**src/rtl/lockdet_pkg.sv**
```systemverilog
`timescale 1ns/1ps
package lockdet_pkg;

  // Settings captured at each reference edge
  typedef struct packed {
    logic [1:0] thr;
    logic       wide;
  } lockdet_cfg_t;

  localparam logic [1:0] THR_RESET = 2'b01;

  // Passing periods needed for a given threshold code
  function automatic int unsigned lock_need(input logic [1:0] code,
                                            input int unsigned base);
    return base << code;
  endfunction

endpackage

```
**src/rtl/lockdet_cfg.sv**
```systemverilog
`timescale 1ns/1ps
module lockdet_cfg
  import lockdet_pkg::*;
(
  input  logic       clk,
  input  logic       rst_n,
  input  logic       en,
  input  logic       ref_pulse,
  input  logic [1:0] thr_sel,
  input  logic       win_sel,
  output logic [1:0] thr_act,
  output logic       restart
);

  lockdet_cfg_t act_q;
  lockdet_cfg_t req;

  assign req     = '{thr: thr_sel, wide: win_sel};
  assign restart = en && ref_pulse && (req != act_q);
  assign thr_act = act_q.thr;

  always_ff @(posedge clk or negedge rst_n) begin
    if (!rst_n) begin
      act_q <= '{thr: THR_RESET, wide: 1'b0};
    end else if (ref_pulse) begin
      act_q <= req;
    end
  end


  cfg_hold_chk: assert property (@(posedge clk) disable iff (!rst_n)
    !ref_pulse |=> $stable(act_q));

endmodule

```
**src/rtl/lockdet_window.sv**
```systemverilog
`timescale 1ns/1ps
module lockdet_window #(
  parameter int unsigned WIN_SHORT = 2,
  parameter int unsigned WIN_LONG  = 4
) (
  input  logic clk,
  input  logic rst_n,
  input  logic en,
  input  logic ref_pulse,
  input  logic fb_pulse,
  input  logic win_sel,
  output logic win_on,
  output logic period_done,
  output logic period_ok
);

  localparam int unsigned DLY     = WIN_LONG / 2;
  localparam int unsigned TAP_S   = WIN_SHORT / 2 - 1;
  localparam int unsigned TAP_L   = WIN_LONG / 2 - 1;
  localparam int unsigned CW      = (WIN_LONG > 2) ? $clog2(WIN_LONG) : 1;
  localparam int unsigned RW      = $clog2(WIN_LONG + 2);

  logic [DLY-1:0] fb_sh;
  logic [CW-1:0]  win_cnt;
  logic [1:0]     hits;
  logic [1:0]     hits_nx;
  logic           wide_q;
  logic           tap;

  // Feedback delay line: centres the window on the reference edge
  generate
    if (DLY == 1) begin : g_dly1
      always_ff @(posedge clk or negedge rst_n) begin
        if (!rst_n)   fb_sh <= '0;
        else if (!en) fb_sh <= '0;
        else          fb_sh <= fb_pulse;
      end
    end else begin : g_dlyn
      always_ff @(posedge clk or negedge rst_n) begin
        if (!rst_n)   fb_sh <= '0;
        else if (!en) fb_sh <= '0;
        else          fb_sh <= {fb_sh[DLY-2:0], fb_pulse};
      end
    end
  endgenerate

  assign tap         = wide_q ? fb_sh[TAP_L] : fb_sh[TAP_S];
  assign hits_nx     = (hits == 2'd2) ? 2'd2 : hits + {1'b0, tap};
  assign period_done = en && win_on && (win_cnt == '0) && !ref_pulse;
  assign period_ok   = (hits_nx == 2'd1);

  always_ff @(posedge clk or negedge rst_n) begin
    if (!rst_n) begin
      win_on  <= 1'b0;
      win_cnt <= '0;
      hits    <= '0;
      wide_q  <= 1'b0;
    end else if (!en) begin
      win_on  <= 1'b0;
      win_cnt <= '0;
      hits    <= '0;
    end else if (ref_pulse) begin
      win_on  <= 1'b1;
      win_cnt <= win_sel ? CW'(WIN_LONG - 1) : CW'(WIN_SHORT - 1);
      hits    <= '0;
      wide_q  <= win_sel;
    end else if (win_on) begin
      hits <= hits_nx;
      if (win_cnt == '0) win_on <= 1'b0;
      else               win_cnt <= win_cnt - 1'b1;
    end
  end

  // Checker-side run length of the window
  logic [RW-1:0] on_run;
  always_ff @(posedge clk or negedge rst_n) begin
    if (!rst_n)          on_run <= '0;
    else if (ref_pulse)  on_run <= '0;
    else if (win_on)     on_run <= on_run + 1'b1;
    else                 on_run <= '0;
  end


  win_len_chk: assert property (@(posedge clk) disable iff (!rst_n)
    win_on |-> on_run < RW'(wide_q ? WIN_LONG : WIN_SHORT));


  win_start_chk: assert property (@(posedge clk) disable iff (!rst_n)
    $rose(win_on) |-> $past(ref_pulse));


  win_off_chk: assert property (@(posedge clk) disable iff (!rst_n)
    !en |=> !win_on);

endmodule

```
**src/rtl/lockdet_counter.sv**
```systemverilog
`timescale 1ns/1ps
module lockdet_counter
  import lockdet_pkg::*;
#(
  parameter int unsigned THR_BASE = 64
) (
  input  logic       clk,
  input  logic       rst_n,
  input  logic       en,
  input  logic       restart,
  input  logic       period_done,
  input  logic       period_ok,
  input  logic [1:0] thr_code,
  output logic       locked
);

  localparam int unsigned CW = $clog2(THR_BASE * 8 + 1);

  logic [CW-1:0] cnt;
  logic [CW-1:0] thr_val;

  assign thr_val = CW'(lock_need(thr_code, THR_BASE));

  always_ff @(posedge clk or negedge rst_n) begin
    if (!rst_n) begin
      cnt    <= '0;
      locked <= 1'b0;
    end else if (!en || restart) begin
      cnt    <= '0;
      locked <= 1'b0;
    end else if (period_done) begin
      if (period_ok) begin
        if (cnt < thr_val) cnt <= cnt + 1'b1;
        locked <= (cnt + 1'b1 >= thr_val);
      end else begin
        cnt    <= '0;
        locked <= 1'b0;
      end
    end
  end


  cnt_sat_chk: assert property (@(posedge clk) disable iff (!rst_n)
    cnt <= thr_val);


  lock_full_chk: assert property (@(posedge clk) disable iff (!rst_n)
    locked |-> cnt == thr_val);


  fail_drop_chk: assert property (@(posedge clk) disable iff (!rst_n)
    (en && !restart && period_done && !period_ok) |=> (!locked && cnt == '0));


  en_clr_chk: assert property (@(posedge clk) disable iff (!rst_n)
    !en |=> (!locked && cnt == '0));


  restart_chk: assert property (@(posedge clk) disable iff (!rst_n)
    restart |=> (!locked && cnt == '0));


  lock_rise_chk: assert property (@(posedge clk) disable iff (!rst_n)
    $rose(locked) |-> $past(period_done && period_ok));

endmodule

```
**src/rtl/pll_lock_detect.sv**
```systemverilog
`timescale 1ns/1ps
module pll_lock_detect #(
  parameter int unsigned THR_BASE  = 64,
  parameter int unsigned WIN_SHORT = 2,
  parameter int unsigned WIN_LONG  = 4
) (
  input  logic       clk,
  input  logic       rst_n,
  input  logic       en,
  input  logic       ref_pulse,
  input  logic       fb_pulse,
  input  logic [1:0] thr_sel,
  input  logic       win_sel,
  output logic       locked,
  output logic       win_dbg
);

  logic [1:0] thr_act;
  logic       restart;
  logic       period_done;
  logic       period_ok;

  lockdet_cfg u_cfg (
    .clk       (clk),
    .rst_n     (rst_n),
    .en        (en),
    .ref_pulse (ref_pulse),
    .thr_sel   (thr_sel),
    .win_sel   (win_sel),
    .thr_act   (thr_act),
    .restart   (restart)
  );

  lockdet_window #(
    .WIN_SHORT (WIN_SHORT),
    .WIN_LONG  (WIN_LONG)
  ) u_win (
    .clk         (clk),
    .rst_n       (rst_n),
    .en          (en),
    .ref_pulse   (ref_pulse),
    .fb_pulse    (fb_pulse),
    .win_sel     (win_sel),
    .win_on      (win_dbg),
    .period_done (period_done),
    .period_ok   (period_ok)
  );

  lockdet_counter #(
    .THR_BASE (THR_BASE)
  ) u_cnt (
    .clk         (clk),
    .rst_n       (rst_n),
    .en          (en),
    .restart     (restart),
    .period_done (period_done),
    .period_ok   (period_ok),
    .thr_code    (thr_act),
    .locked      (locked)
  );


  reset_out_chk: assert property (@(posedge clk)
    $rose(rst_n) |-> (!locked && !win_dbg));

endmodule

```
**config.mk**
```make
export PLATFORM = sky130hd
export DESIGN_NAME = pll_lock_detect
export DESIGN_NICKNAME = d
export VERILOG_FILES = /design/src/rtl/lockdet_pkg.sv /design/src/rtl/lockdet_cfg.sv /design/src/rtl/lockdet_window.sv /design/src/rtl/lockdet_counter.sv /design/src/rtl/pll_lock_detect.sv
export SDC_FILE = /design/constraint.sdc
export NUM_CORES = 1
export LEC_CHECK = 0
export BUFFER_PORTS_ARGS = -buffer_cell sky130_fd_sc_hd__buf_2
export CORE_UTILIZATION = 60
export DETAILED_ROUTE_END_ITERATION = 8
export PLACE_DENSITY = 0.84
export SYNTH_ARGS = -nofsm -noshare
export SYNTH_HDL_FRONTEND = slang
export SYNTH_SLANG_ARGS = --single-unit
```
**constraint.sdc**
```tcl
create_clock -name clk -period 5.5 [get_ports clk]
set_input_delay 0.275 -clock clk [delete_from_list [all_inputs] [get_ports clk]]
set_output_delay 0.275 -clock clk [all_outputs]
set_load 0.005 [all_outputs]
```
Word-level counts from Yosys, hierarchy flattened --
Cells that the tools add are included.
Storage, ports and cells: register bits after elaboration 22, input bits 8
Operators by class: $lt $le $gt $ge 2, add/sub/neg operators 3, reductions and logical operators 13, shifts and indexed selects 1, mux-type cells 22, eq/ne operators 6
Operators with widths (number):
- 10-bit two-way mux | 4
- 2-bit two-way mux | 10
- 10-bit by 1-bit adder with 10-bit output (second input constant) | 1
- 10-bit greater-or-equal comparator | 1
- 10-bit < comparator | 1
- 7-bit by 2-bit left shift with 10-bit output (first input constant) | 1
- 1-bit two-way mux | 8
- 3-bit by 1-bit != test with 1-bit output (second input constant) | 2
- 2-bit AND reduction | 3
- 1-bit logical AND | 5
- 3-bit != test | 1
- 3-bit != test (second input constant) | 1
- 2-bit by 1-bit adder with 2-bit output | 1
- 2-bit by 1-bit equality test with 1-bit output (second input constant) | 1
- 2-bit equality test (second input constant) | 1
- 1-bit logical NOT | 2
- 2-bit logical NOT | 1
- 2-bit nonzero test | 1
- 2-bit by 1-bit subtractor with 2-bit output (second input constant) | 1
- 1-bit logical OR | 1

Depth between registers and ports, before layout --
Gate-level depths: netlist (run 1).
depth in word-level cells 7, gate-level depth with buffers 10, gate-level depth less buffers 10

Hierarchy --
From an unflattened synthesis (run 1), not the netlist that was laid out.
Unflattened totals: cell total of the unflattened synthesis 137, area total of the unflattened synthesis 1422.6 um^2
Modules (own cells, without submodules):
- lockdet_counter | times used 1, cells an instance 89, area each 858.3 um^2
- lockdet_window | times used 1, cells an instance 35, area each 402.9 um^2
- lockdet_cfg | times used 1, cells an instance 13, area each 161.4 um^2

Least setup slack after synthesis (run 1) --
OpenSTA, ideal clock, no wires.
path kind reg2reg, start reg u_cfg.act_q, in the netlist u_cfg.thr_act[1], end reg u_cnt.cnt[7], arrival 1.962 ns, path slack 3.414 ns, period minus slack after synthesis 2.086 ns, data required time 5.376 ns, cell stages (with the launch flop) 9, path through dfrtp_1 or2_2 ha_1 o21ai_0 a2bb2oi_1 nor4_4 buf_6 nor3b_2 a211o_1
On the way: word-level cells in the longest chain between the ends 5, elaborated cells between the ends (all ways) 9
Ends and longest elaborated chain:
- from (decl) | line lockdet_cfg.sv:15 | lockdet_cfg_t act_q;
- from (signal assigned) | line lockdet_cfg.sv:24 | act_q <= '{thr: THR_RESET, wide: 1'b0};
- from (signal assigned) | line lockdet_cfg.sv:26 | act_q <= req;
- parallel branches: the longest is 5 deep, another holds 10-bit < comparator
- to (signal assigned) | line lockdet_counter.sv:33 | if (cnt < thr_val) cnt <= cnt + 1'b1;
- to (decl) | line lockdet_counter.sv:19 | logic [CW-1:0] cnt;
Several ways; the timed one is not identified. A chain may end at the register's enable or synchronous reset.

Worst setup path after layout (run 1) --
Ends and elaborated chain as after synthesis.

==> results of run 1 <==
## layout by cell type (no fill, tap or decap), types with 2 or more instances in the layout
master / instances
sky130_fd_sc_hd__nor2_1: 12
sky130_fd_sc_hd__nand2_1: 11
sky130_fd_sc_hd__xor2_1: 5
sky130_fd_sc_hd__inv_1: 4
sky130_fd_sc_hd__a22o_1: 3
sky130_fd_sc_hd__nand2b_1: 3
sky130_fd_sc_hd__a211oi_1: 4
sky130_fd_sc_hd__and3_2: 2
sky130_fd_sc_hd__dfrtp_1: 21
sky130_fd_sc_hd__and2_1: 3
sky130_fd_sc_hd__o21ai_1: 8
sky130_fd_sc_hd__a21oi_1: 4
sky130_fd_sc_hd__and3_1: 3
sky130_fd_sc_hd__nor3_1: 3
sky130_fd_sc_hd__nor2b_1: 2
sky130_fd_sc_hd__buf_2: 9
sky130_fd_sc_hd__o21ai_0: 3
sky130_fd_sc_hd__ha_1: 12
sky130_fd_sc_hd__clkbuf_4: 3
sky130_fd_sc_hd__xnor2_1: 3
sky130_fd_sc_hd__mux2_2: 4
sky130_fd_sc_hd__nand3_1: 2
## sequential cells by signal, indices dropped and copies added (netlist names)
register,flops
u_cfg.thr_act,2
u_win.win_cnt,2
u_win.hits,2
u_cfg.act_q,1
u_win.wide_q,1
u_win.win_on,1
u_cnt.cnt,10
u_win.fb_sh,2
u_cnt.locked,1
## logic make-up (layout without fill, tap and decap cells)
| kind of cell | after synthesis | after routing | share of synthesized area, % |
|---|---|---|---|
| AO/OA/AOI/OAI | 33 | 33 | 18.2 |
| XOR/XNOR | 8 | 8 | 4.99 |
| adder cells (fa/ha/maj) | 12 | 12 | 10.7 |
| buffers and inverters | 7 | 19 | 2.94 |
| flip-flops | 22 | 22 | 39.3 |
| multiplexers | 5 | 5 | 4.28 |
| AND/OR/NAND/NOR | 48 | 48 | 19.6 |
## final timing paths
| path | start | endpoint | slack (ns) | depth (start not counted) |
|---|---|---|---|---|
| min reg2reg | u_win.fb_sh[0] | u_win.fb_sh[1] | 0.50 | 1 |
| max in group asynchronous | rst_n | u_cfg.thr_act[0] | 4.69 | 2 |
| max | u_cfg.thr_act[1] | u_cnt.cnt[7] | 3.09 | 7 |
| min | fb_pulse | u_win.fb_sh[0] | 0.19 | 2 |
| min in group asynchronous | rst_n | u_cnt.cnt[2] | 0.44 | 2 |
| max reg2reg | u_cfg.thr_act[1] | u_cnt.cnt[7] | 3.09 | 7 |
## per-layer routing
metal  global-route usage, %  vias up  part of all wire (%)  routed length (um)
met5                       0        -                     0                   0
met4                    10.6        0                   2.8                  74
met3                    3.03       10                   2.0                  52
met2                    40.2       19                    48                1280
met1                    30.1      500                    47                1230
li1                        -      513                     -                   -
## timing repair
action,in CTS,in global routing
hold buffers,1,0
buffers inserted,0,0
endpoints found under the hold margin,21,0
## area by class of cell
class | count | share of cell area (%)
multi-input cells | 106 | 54.1
flip-flops and latches | 22 | 36.8
repair buffers | 10 | 3.68
well taps | 28 | 2.34
clock buffers | 4 | 1.75
inverters | 5 | 1.25
## metrics by stage
stage | util, % | std cells | area (um^2)
floorplan | - | 135 | 1400
global placement | 66.1 | 170 | 1460
detailed placement | 66.1 | 170 | 1460
CTS | 67.7 | 175 | 1500
global route | 67.7 | 175 | 1500
finish | 67.7 | 175 | 1500
## worst max-delay path: cells and delay by family, from the launching register on
| kind | cells | cell delay, ns |
|---|---|---|
| AO/OA/AOI/OAI | 3 | 0.53 |
| adder cells (fa/ha/maj) | 1 | 0.27 |
| flip-flops | 1 | 0.44 |
| AND/OR/NAND/NOR | 3 | 1.14 |
## power by group through the flow
stage | Combinational, mW | Clock (mW) | Sequential [mW]
finish | 0.0595 | 0.0758 | 0.173
global route | 0.0657 | 0.0843 | 0.174
CTS | 0.0596 | 0.0769 | 0.173
detailed placement | 0.0590 | 0 | 0.176
global placement | 0.0559 | 0 | 0.176
floorplan | 0.0437 | 0 | 0.175
==> results by stage, run 1 <==
Outcome:
- The run finished with clean final reports.

Detailed routing:
- The detailed-router iteration count before antenna repair is 4.
- In this run the remaining antenna-violating nets after routing total 0.
- The routed layout has 1,042 vias.
- In the final routed layout, each cell accounts on average for between 15 and 20 um.
- The number of DRC violations after detailed routing is 0.
- The vias per cell is between 5 and 6.
- The first-iteration detailed-routing DRC count is 35.
- The routed wire length is 2640 um.

Clock tree:
- The master cell of the clock root buffer is sky130_fd_sc_hd__clkbuf_4.
- The CTS tree is built.
- The level count of the clock H-tree is 1.
- The longest clock path from root to sink contains 2 buffers.
- Clock tree synthesis found a total of 22 sinks.
- The post-cts gate resize count is 0.
- The number of CTS-inserted buffers is 3.
- Clock-pin slew was measured on the worst setup and hold paths at 0.12 ns.
- The worst-skew pair later-pin latency is 0.30 ns.

Synth:
- After synthesis, the netlist uses 42 different library cells.
- Counting instances in the post-synthesis netlist gives the leading cell types as sky130_fd_sc_hd__dfrtp_1 (21), sky130_fd_sc_hd__ha_1 (12), sky130_fd_sc_hd__nor2_1 (12), sky130_fd_sc_hd__nand2_1 (11), sky130_fd_sc_hd__o21ai_1 (8).
- The number of flops mapped to enable cells by yosys is 0.
- By instance count, the leading cell after synthesis is sky130_fd_sc_hd__dfrtp_1.
- For this run, the number of Yosys warnings is 0.
- The number of standard cells after synthesis is 135.
- The share of the Yosys chip area taken by registers is 39.3%.
- Summed over its instances, the top area cell type makes up about 37% of the synthesized netlist area.
- The cell type with the largest total area after synthesis is sky130_fd_sc_hd__dfrtp_1.
- The synthesized design contains 22 register bits.
- The synthesized netlist net count is 155.
- The cell area that synthesis handed to floorplanning was ~1400 um^2.
- By area the synthesized netlist is led by sky130_fd_sc_hd__dfrtp_1 (37%), sky130_fd_sc_hd__ha_1 (11%), sky130_fd_sc_hd__mux2_2 (3.2%).
- Counting flops with an async set or reset pin after synthesis yields a share of 100%.
- The post-synthesis average cell area is between 10 and 15 um^2.
- In the synthesized netlist the dominant register cell turns out to be sky130_fd_sc_hd__dfrtp_1.

Power and ir drop:
- The static leakage is just over 0.7 nW.
- The relative contribution of combinational cells to total power is 19.3%.
- Sequential cells burn a little under three fifths of the power.
- In this run the power spent charging and discharging nets is 87.0 uW.
- Overall power consumption after layout is estimated at 309 uW.
- The worst-case IR drop observed on VDD is around 0.16 mV.
- The internal portion of total power is ~220 uW.
- Of the total power, the share spent switching nets is between 20% and 30%.
- The power density of the placed cells is 206 nW/um^2.
- The clock network burns around 25% of the power.

Timing:
- The count of final max-slew check failures is 0.
- In the final timing run, aggregate negative setup slack is 0 ns.
- On the final layout, the worst clock skew is 0.00823 ns.
- Dividing the final minimum period by the clock period gives 43.8%.
- Measured against its own limit, the worst slew margin works out to between 50% and 60%.
- Final hold analysis gives a worst-case slack of 0.186 ns.
- The number of endpoints with negative hold slack in the final report is 0.
- The setup slack of the critical path after layout is 3.09 ns.
- The maximum clock frequency is between 0.4 and 0.5 GHz.
- Setup repair after global routing left no endpoint under its margin.
- The transition time at the pin with the least slew margin is a little over 0.6 ns.
- The number of endpoints failing setup at the final stage is 0.
- The final period demand of the worst path is between 2 and 2.5 ns.

Layout:
- At the end of the flow, the number of nets in the layout was between 150 and 200.
- The multi-input combinational cells in the finished layout cover a total of roughly 810 um^2.
- Summing all flip-flop and latch instances after layout gives ~550 um^2.
- The post-route netlist has a little over a fifth of its cells at a drive strength greater than 1.
- The antenna diode count is 0.
- Counting the fill cells in the layout gives 166.
- The synthesis-to-finish area growth is 6.68%.

Worst setup path:
- STA classifies the critical path endpoint as a register.
- Of all nets on the critical path, the largest fanout is 12.
- The largest single stage delay on the critical path is between 0.5 and 0.6 ns.
- The worst path arrival time is between 2 and 3 ns.
- The worst setup path category is register to register.
- The highest-delay cell along the critical path is sky130_fd_sc_hd__nor4_4.
- The data required time of the worst path is around 5.8 ns.
- The critical path goes through or2_2 -> ha_1 -> o21ai_0 -> a2bb2oi_1 -> nor4_4 -> nor3b_2 -> a211o_1.
- STA classifies the critical path startpoint as a register.

Floorplanning:
- The floorplan die height is 50.4 um.
- The number of top-level pins is 10.
- The die covers between 2000 and 3000 um^2.
- The x dimension of the die is between 50 and 60 um.
- The floorplan step defined a core boundary enclosing about 2200 um^2.
- The initial core utilization is between 60% and 70%.
- The row count is 17.

Placement:
- At the end of routability-driven placement, the weighted congestion stood at 0.818.
- Port buffering added 9 buffers.
- At the placement stage, the worst setup path has a slack of about 3.1 ns.
- The half-perimeter wire length after detailed placement is ~2000 um.

Global routing:
- Entering global routing, the biggest net connects 23 pins.
- The first global-routing pass estimated 4450 um of wire.
- The initial antenna violation count is 0.
- The total grt overflow is 0.
- The total routing resource utilization after global routing is between 20% and 30%.
- The via count of the first global-routing pass is between 900 and 1,000.

Flow run:
- The max-capacitance violation count is 0.

Worst hold path:
- The path class of the tightest hold or removal check is input port to register.
Power figures use the tool's default switching activity.
==> run 2, diff against run 1 <==
--- a/config.mk
+++ b/config.mk
@@ -6,9 +6,9 @@
 export NUM_CORES = 1
 export LEC_CHECK = 0
 export BUFFER_PORTS_ARGS = -buffer_cell sky130_fd_sc_hd__buf_2
-export CORE_UTILIZATION = 60
+export CORE_UTILIZATION = 53
 export DETAILED_ROUTE_END_ITERATION = 8
-export PLACE_DENSITY = 0.84
+export PLACE_DENSITY = 0.79
 export SYNTH_ARGS = -nofsm -noshare
 export SYNTH_HDL_FRONTEND = slang
 export SYNTH_SLANG_ARGS = --single-unit
==> constraint.sdc (replaced) <==
create_clock -name clk -period 2.2 [get_ports clk]
set_input_delay 0.11 -clock clk [delete_from_list [all_inputs] [get_ports clk]]
set_output_delay 0.11 -clock clk [all_outputs]
set_load 0.005 [all_outputs]
==> run 2 against run 1 <==
  * Sequential power grew 150%
  * Worst hold slack got worse by 0.18 ns
  * Register-to-register slack worse by 3.0 ns
  * Via count is 3.8% higher
  * Sequential cell count is the same
  * Non-clock buffer count increased by 10
  * Power increased to 2.7 times the previous value
  * Cell area is 11% higher
  * Core utilization decreased by 1.2 points
  * First-iteration DRC count fell by 43%
  * Cell count increased by 6.9%
==> results by stage, run 2 (synthesized netlist as in run 1, its figures left out) <==
Global routing:
- The initial antenna violation count is 0 (unchanged).
- The met2 track demand over resource in global routing is 31.0% (-9.2 points).
- The met3 capacity usage during global routing is 1.72% (-1.3 points).
- The total routing resource utilization after global routing came to 19.7% (-4.1 points).
- The global routing stage identified its most utilized layer as met2.
- The via count of the first global-routing pass came to 947 (-3.5%).
- The global-route wire length before repair is 3940 um (-11%).
- The global-route met1 utilization is 24.0% (-6.1 points).
- The maximum number of pins on one net before global-route repair is 23 (unchanged).
- The total grt overflow came to 0 (unchanged).

Worst setup path:
- Walking the worst path, the cells encountered are nand2b_4 -> ha_4 -> o21a_4 -> a2bb2oi_4 -> nor4_4 -> buf_4 -> nand2_1 -> o21ai_1.
- The worst setup path is captured at a register.
- The worst setup path is launched from a register.
- In this run the worst setup path begins at u_cfg.thr_act[0].
- The data required time of the worst path is 2.44 ns (-3.32 ns).
- The worst path arrival time is 2.40 ns (-0.27 ns).
- The path depth of the worst reg2reg path is 8 (+1).
- The critical register-to-register path startpoint is u_cfg.thr_act[0].
- The highest-delay cell along the critical path is sky130_fd_sc_hd__dfstp_2.
- The peak per-stage delay on the critical path is 0.60 ns (+0.04 ns).
- The minimum setup slack among reg-to-reg paths came to 0.05 ns (-3.04 ns).
- The maximum fanout along the worst path is 6 (-6).
- The worst setup path category is register to register.

Layout:
- Leaving out fill and tap cells, the most frequent cell in the layout is sky130_fd_sc_hd__dfrtp_1.
- In the layout the commonest cells are sky130_fd_sc_hd__dfrtp_1 (21), sky130_fd_sc_hd__nor2_1 (12), sky130_fd_sc_hd__nand2_1 (10), sky130_fd_sc_hd__ha_1 (10), sky130_fd_sc_hd__buf_4 (10).
- The area growth from synthesis to layout is 18.4%.
- The share of post-route cells with drive strength above 1 is 33.8% (+12 points).
- Ranked by flip-flop count, first place goes to u_cnt.cnt.
- The final cell count without fillers came to 187 (+6.9%).
- The final net count is 178 (+6.0%).
- The antenna diode count came to 0 (unchanged).
- The cell area after layout is 1660 um^2 (+11%).
- The flip-flop count of the largest register after layout is 10 (unchanged).

Timing:
- The aggregate negative setup slack is 0 ns (unchanged).
- The transition time at the pin with the least slew margin was 0.498 ns (-0.114 ns).
- The final period demand of the worst path is 2.15 ns (-0.257 ns).
- The portion of the clock cycle consumed by the worst path in the final layout is 97.9% (+54 points).
- The number of endpoints failing setup at the final stage was 0 (unchanged).
- The relative slew slack is 66.8% (+7.9 points).
- The setup slack of the critical path after layout is 0.0467 ns (-3.04 ns).
- The maximum clock frequency is 0.464 GHz (+12%).
- Setup repair after global routing could not meet its margin everywhere.
- The number of endpoints with negative hold slack in the final report was 0 (unchanged).
- The count of final max-slew check failures came to 0 (unchanged).
- The worst setup skew after layout is 0.00465 ns (-0.00359 ns).

Placement:
- The number of port buffers was 9 (unchanged).
- The final RePlAce weighted congestion was 0.873 (+6.7%).
- The total placed instance area was 1490 um^2 (+2.2%).
- The half-perimeter wire length after detailed placement is 1980 um (-1.3%).
- The post-placement worst setup slack is -0.0833 ns (-3.23 ns).
- The count of placed standard cells including taps is 176 (+3.5%).

Clock tree:
- The clock sink total is 22 (unchanged).
- The number of CTS-inserted buffers came to 3 (unchanged).
- The worst-skew pair later-pin latency is 0.31 ns (about the same).
- TritonCTS built the clock tree.
- The level count of the clock H-tree is 1 (unchanged).
- The master cell of the clock root buffer is sky130_fd_sc_hd__clkbuf_4.
- The maximum clock insertion buffer count was 2 (unchanged).
- The clock-pin transition on the worst setup and hold timing paths is 0.12 ns (about the same).

Floorplanning:
- The row count is 18 (+1).
- The floorplan die height came to 53.5 um (+6.1%).
- The initial core utilization is 56.2% (-7.3 points).
- The area of the core region is 2500 um^2 (+13%).
- The x dimension of the die is 53.5 um (+6.1%).
- The number of top-level pins came to 10 (unchanged).
- The total die area is 2860 um^2 (+13%).

Power and ir drop:
- The worst supply voltage drop on vdd was 0.406 mV (+160%).
- The power density of the placed cells was 502 nW/um^2 (+140%).
- The power consumption is 834 uW (+170%).
- The static leakage is 0.780 nW (+10%).

Detailed routing:
- The first-iteration detailed-routing DRC count is 20 (-43%).
- The number of DRC violations after detailed routing was 0 (unchanged).
- The final routed wire length divided by cell count is 14.8 um (-2.0%).
- The routed wire length is 2770 um (+4.8%).
- The vias per cell came to 5.79 (-2.8%).
- The detailed-router iteration count before antenna repair is 4 (unchanged).
- The remaining number of nets flagged by the antenna check after routing is 0 (unchanged).
- The detailed-route via count is 1,082 (+3.8%).

Outcome:
- The run finished with clean final reports.

Worst hold path:
- The worst hold path begins at fb_pulse.
- The number of cells on the worst hold path is 2 (unchanged).
- The path class of the tightest hold or removal check is input port to register.

Flow run:
- The max-capacitance violation count came to 0 (unchanged).
==> run 2: power by group <==
part / switching (mW) / internal, mW / leakage [nW]
Combinational: 0.0949 / 0.0850 / 0.467
Clock: 0.121 / 0.101 / 0.0210
Sequential: 0.0114 / 0.421 / 0.292
==> run 2: final timing paths <==
path / endpoint
min reg2reg: u_win.fb_sh[1]
min: u_win.fb_sh[0]
min in group asynchronous: u_cnt.cnt[2]
max in group asynchronous: u_cfg.thr_act[0]
max reg2reg: u_cnt.cnt[4]
max: u_cnt.cnt[4]
==> run 2: layer usage <==
layer / wire, um / part of all wire, % / up-vias
li1: - / - / 532
met1: 1270 / 46 / 519
met2: 1360 / 49 / 24
met3: 60 / 2.2 / 7
met4: 76 / 2.7 / 0
met5: 0 / 0 / -
==> run 2: per-stage QoR <==
stage	hold WS, ns	utilization (%)
3_5_place_dp	0.101	59.8
3_3_place_gp	0.0977	59.8
5_1_grt	0.00322	66.5
4_1_cts	0.000685	62.4
6_report	0.0108	66.5
2_1_floorplan	-0.186	-
==> run 2: final cells by class <==
type	instances	area, um^2
clock buffers	4	36.3
fillers	187	837
inverters	5	18.8
multi-input cells	106	888
flip-flops and latches	22	552
well taps	30	37.5
repair buffers	20	130
==> run 2: timing repair <==
action                                  CTS  global route
endpoints found under the setup margin    1            10
gates resized for setup                   1            14
pin swaps                                 0             8
endpoints found under the hold margin    21             0
setup buffers                             2             4
hold buffers                              1             0
==> run 2: worst max-delay path, delay by kind of cell, from the launching register on <==
kind / cells / cell delay [ns]
flops: 1 / 0.60
simple gates: 3 / 0.57
compound gates: 3 / 0.50
buf+inv: 1 / 0.21
fa+ha+maj: 1 / 0.19
==> run 3, diff against run 2 <==
--- a/config.mk
+++ b/config.mk
@@ -6,6 +6,7 @@
 export NUM_CORES = 1
 export LEC_CHECK = 0
 export BUFFER_PORTS_ARGS = -buffer_cell sky130_fd_sc_hd__buf_2
+export CORE_ASPECT_RATIO = 0.6
 export CORE_UTILIZATION = 53
 export DETAILED_ROUTE_END_ITERATION = 8
 export PLACE_DENSITY = 0.79
==> run 3 against run 2 <==
  * Sequential share of layout area fell by 2.0 points
  * Worst hold slack improved by 0.038 ns
  * Critical path type unchanged
  * Register-to-register slack barely moved
  * Cell count rose by 4.3%
  * Via count rose by 8.5%
  * Clock power rose by 70%
  * Critical path depth did not move
  * Core utilization rose by 4.3 points
==> results by stage, run 3 (synthesized netlist as in run 1, its figures left out) <==
Power and ir drop:
- The switching power was 263 uW (+16%).
- The power density of the placed cells is 577 nW/um^2 (+15%).
- The share of power burned in the clock network was 36.9% (+10 points).
- The sequential share of power is 42.6% (-9.2 points).
- The relative contribution of combinational cells to total power is 20.5% (-1.1 points).
- The internal portion of total power was 760 uW (+25%).
- The fraction of power spent switching nets is 25.7% (-1.6 points).
- The static leakage is 0.832 nW (+6.7%).
- The worst supply voltage drop on vdd was 0.439 mV (+8.2%).

Timing:
- The portion of the clock cycle consumed by the worst path in the final layout is 97.2% (-0.67 points).
- Setup repair after global routing could not meet its margin everywhere.
- The count of final max-slew check failures is 0 (unchanged).
- The number of endpoints with negative hold slack in the final report is 0 (unchanged).
- The final period demand of the worst path is 2.14 ns (-0.0148 ns).
- The worst hold margin was 0.0487 ns (+0.0379 ns).
- The relative slew slack was 66.4% (-0.38 points).
- The worst setup skew after layout came to 0.0124 ns (+0.00774 ns).
- The transition time at the pin with the least slew margin is 0.504 ns (+0.00563 ns).
- The maximum clock frequency is 0.468 GHz (+0.69%).
- The number of endpoints failing setup at the final stage is 0 (unchanged).

Floorplanning:
- The initial core utilization is 56.0% (-0.11 points).
- The floorplan die height came to 41.9 um (-22%).
- The row count is 14 (-4).
- The number of top-level pins came to 10 (unchanged).
- The total die area is 2870 um^2 (+0.24%).
- The area of the core region came to 2500 um^2 (+0.20%).
- The x dimension of the die is 68.4 um (+28%).

Clock tree:
- Clock tree synthesis selected as its root buffer the cell sky130_fd_sc_hd__clkbuf_8.
- The level count of the clock H-tree came to 1 (unchanged).
- The maximum clock insertion buffer count is 2 (unchanged).
- The clock sink total is 22 (unchanged).
- The CTS tree is built.
- The number of CTS-inserted buffers is 3 (unchanged).
- The worst-skew pair later-pin latency is 0.27 ns (-0.04 ns).
- The clock-pin transition on the worst setup and hold timing paths is 0.09 ns (-0.03 ns).

Worst setup path:
- The data required time of the worst path is 2.40 ns (-0.04 ns).
- The kind of capture point of the worst setup path is a register.
- Walking the worst path, the cells encountered are nand2b_4 -> ha_4 -> o21a_4 -> a2bb2oi_4 -> nor4_4 -> buf_4 -> nand2_2 -> o21ai_2.
- The worst setup path category is register to register.
- The worst path arrival time came to 2.34 ns (-0.06 ns).
- The slowest stage of the critical path is the sky130_fd_sc_hd__dfstp_2 cell.
- The maximum fanout along the worst path is 6 (unchanged).
- The minimum setup slack among reg-to-reg paths is 0.06 ns (about the same).
- The worst setup path is launched from a register.
- The peak per-stage delay on the critical path is 0.60 ns (about the same).

Layout:
- Compared with the post-synthesis result, the final layout area differs by 26.3%.
- The flip-flop count of the largest register after layout is 10 (unchanged).
- The register with the highest flop count is u_cnt.cnt.
- Leaving out fill and tap cells, the most frequent cell in the layout is sky130_fd_sc_hd__dfrtp_1.
- The final net count is 184 (+3.4%).
- The final core area utilization is 70.8% (+4.3 points).
- The sequential standard cell area is 553 um^2 (+0.23%).
- The number of inserted filler cells in the final layout is 180 (-3.7%).
- The total area of multi-input combinational cells came to 915 um^2 (+3.0%).
- The library cells used most frequently in the layout, excluding fill and tap cells, are sky130_fd_sc_hd__dfrtp_1 (20), sky130_fd_sc_hd__buf_4 (16), sky130_fd_sc_hd__nor2_1 (11), sky130_fd_sc_hd__nand2_1 (10).
- The antenna diode count was 0 (unchanged).
- The share of post-route cells with drive strength above 1 came to 39.3% (+5.5 points).

Global routing:
- The total grt overflow is 0 (unchanged).
- The total routing resource utilization after global routing is 25.4% (+5.8 points).
- The maximum number of pins on one net before global-route repair was 23 (unchanged).
- The via count of the first global-routing pass is 1,033 (+9.1%).
- The global-route wire length before repair is 5090 um (+29%).
- The initial antenna violation count came to 0 (unchanged).

Placement:
- The final RePlAce weighted congestion is 0.843 (-3.5%).
- The number of port buffers is 9 (unchanged).
- The half-perimeter wire length after detailed placement is 2360 um (+19%).

Flow run:
- The max-capacitance violation count is 0 (unchanged).

Detailed routing:
- The vias per cell came to 6.02 (+4.1%).
- The detailed-route via count is 1,174 (+8.5%).
- The final routed wire length divided by cell count is 18.1 um (+22%).
- The detailed-router iteration count before antenna repair is 4 (unchanged).
- The remaining number of nets flagged by the antenna check after routing is 0 (unchanged).
- The routed wire length was 3530 um (+28%).
- The number of DRC violations after detailed routing is 0 (unchanged).
- The first-iteration detailed-routing DRC count was 88 (+340%).

Worst hold path:
- The min-delay analysis places its worst path in the category input port to register.

Outcome:
- The run finished with clean final reports.
## run 3: changes by cell type in the layout (fill, tap and decap cells not counted), sizes merged
cell / before / now
bufinv: 0 / 1
buf: 19 / 25
clkbuf: 4 / 3
## run 3: what timing repair did
action,CTS,global route
endpoints found under the hold margin,21,0
pin swaps,1,6
gates resized for setup,2,18
hold buffers,1,0
endpoints found under the setup margin,11,10
buffers inserted,1,7
## run 3: final cells by class
class,count,area share [%]
Clock inverter,1,1.69
Timing Repair Buffer,26,9.88
Tap cell,32,2.26
Multi-Input combinational cell,106,51.6
Inverter,5,1.06
Sequential cell,22,31.2
Clock buffer,3,2.33
## run 3: worst max-delay path: cells and delay by family, from the launching register on
family                   cells  cell delay (ns)
flip-flops                   1             0.60
buffers and inverters        1             0.21
AO/OA/AOI/OAI                3             0.51
adder cells (fa/ha/maj)      1             0.19
AND/OR/NAND/NOR              3             0.56
## run 3: per-stage QoR
stage	TNS (ns)	total power [mW]	cell area [um^2]	std cells	setup WS [ns]
5_1_grt	-0.154	1.06	1770	195	-0.0432
6_report	0	1.02	1770	195	0.0615
2_1_floorplan	0	0.548	1400	135	0.114
4_1_cts	0	0.976	1620	188	0.00415
3_3_place_gp	0	0.586	1530	182	0.0201
3_5_place_dp	-0.452	0.597	1530	182	-0.0984
## run 3: final timing paths
kind	startpoint	end	cells past startpoint
min in group asynchronous	rst_n	u_win.fb_sh[1]	2
worst max register to register	u_cfg.thr_act[0]	u_cnt.cnt[5]	8
max in group asynchronous	rst_n	u_cfg.thr_act[1]	2
worst min register to register	u_win.fb_sh[0]	u_win.fb_sh[1]	1
worst min-delay path	fb_pulse	u_win.fb_sh[0]	2
worst max-delay path	u_cfg.thr_act[0]	u_cnt.cnt[5]	8
## run 3: routing by layer
layer	vias up	track usage, %	routed length (um)	part of all wire [%]
met5	-	0	0	0
met4	0	7.08	68	1.9
met3	12	7.42	133	3.8
met2	39	37.3	1710	49
met1	583	36.1	1620	46
li1	540	-	-	-
## run 3: power by group through the flow
stage | clock, mW | combinational [mW] | sequential (mW)
after floorplan | 0 | 0.109 | 0.438
after global placement | 0 | 0.146 | 0.440
after detailed placement | 0 | 0.155 | 0.442
after CTS | 0.380 | 0.162 | 0.434
after global routing | 0.402 | 0.225 | 0.437
final | 0.378 | 0.210 | 0.436
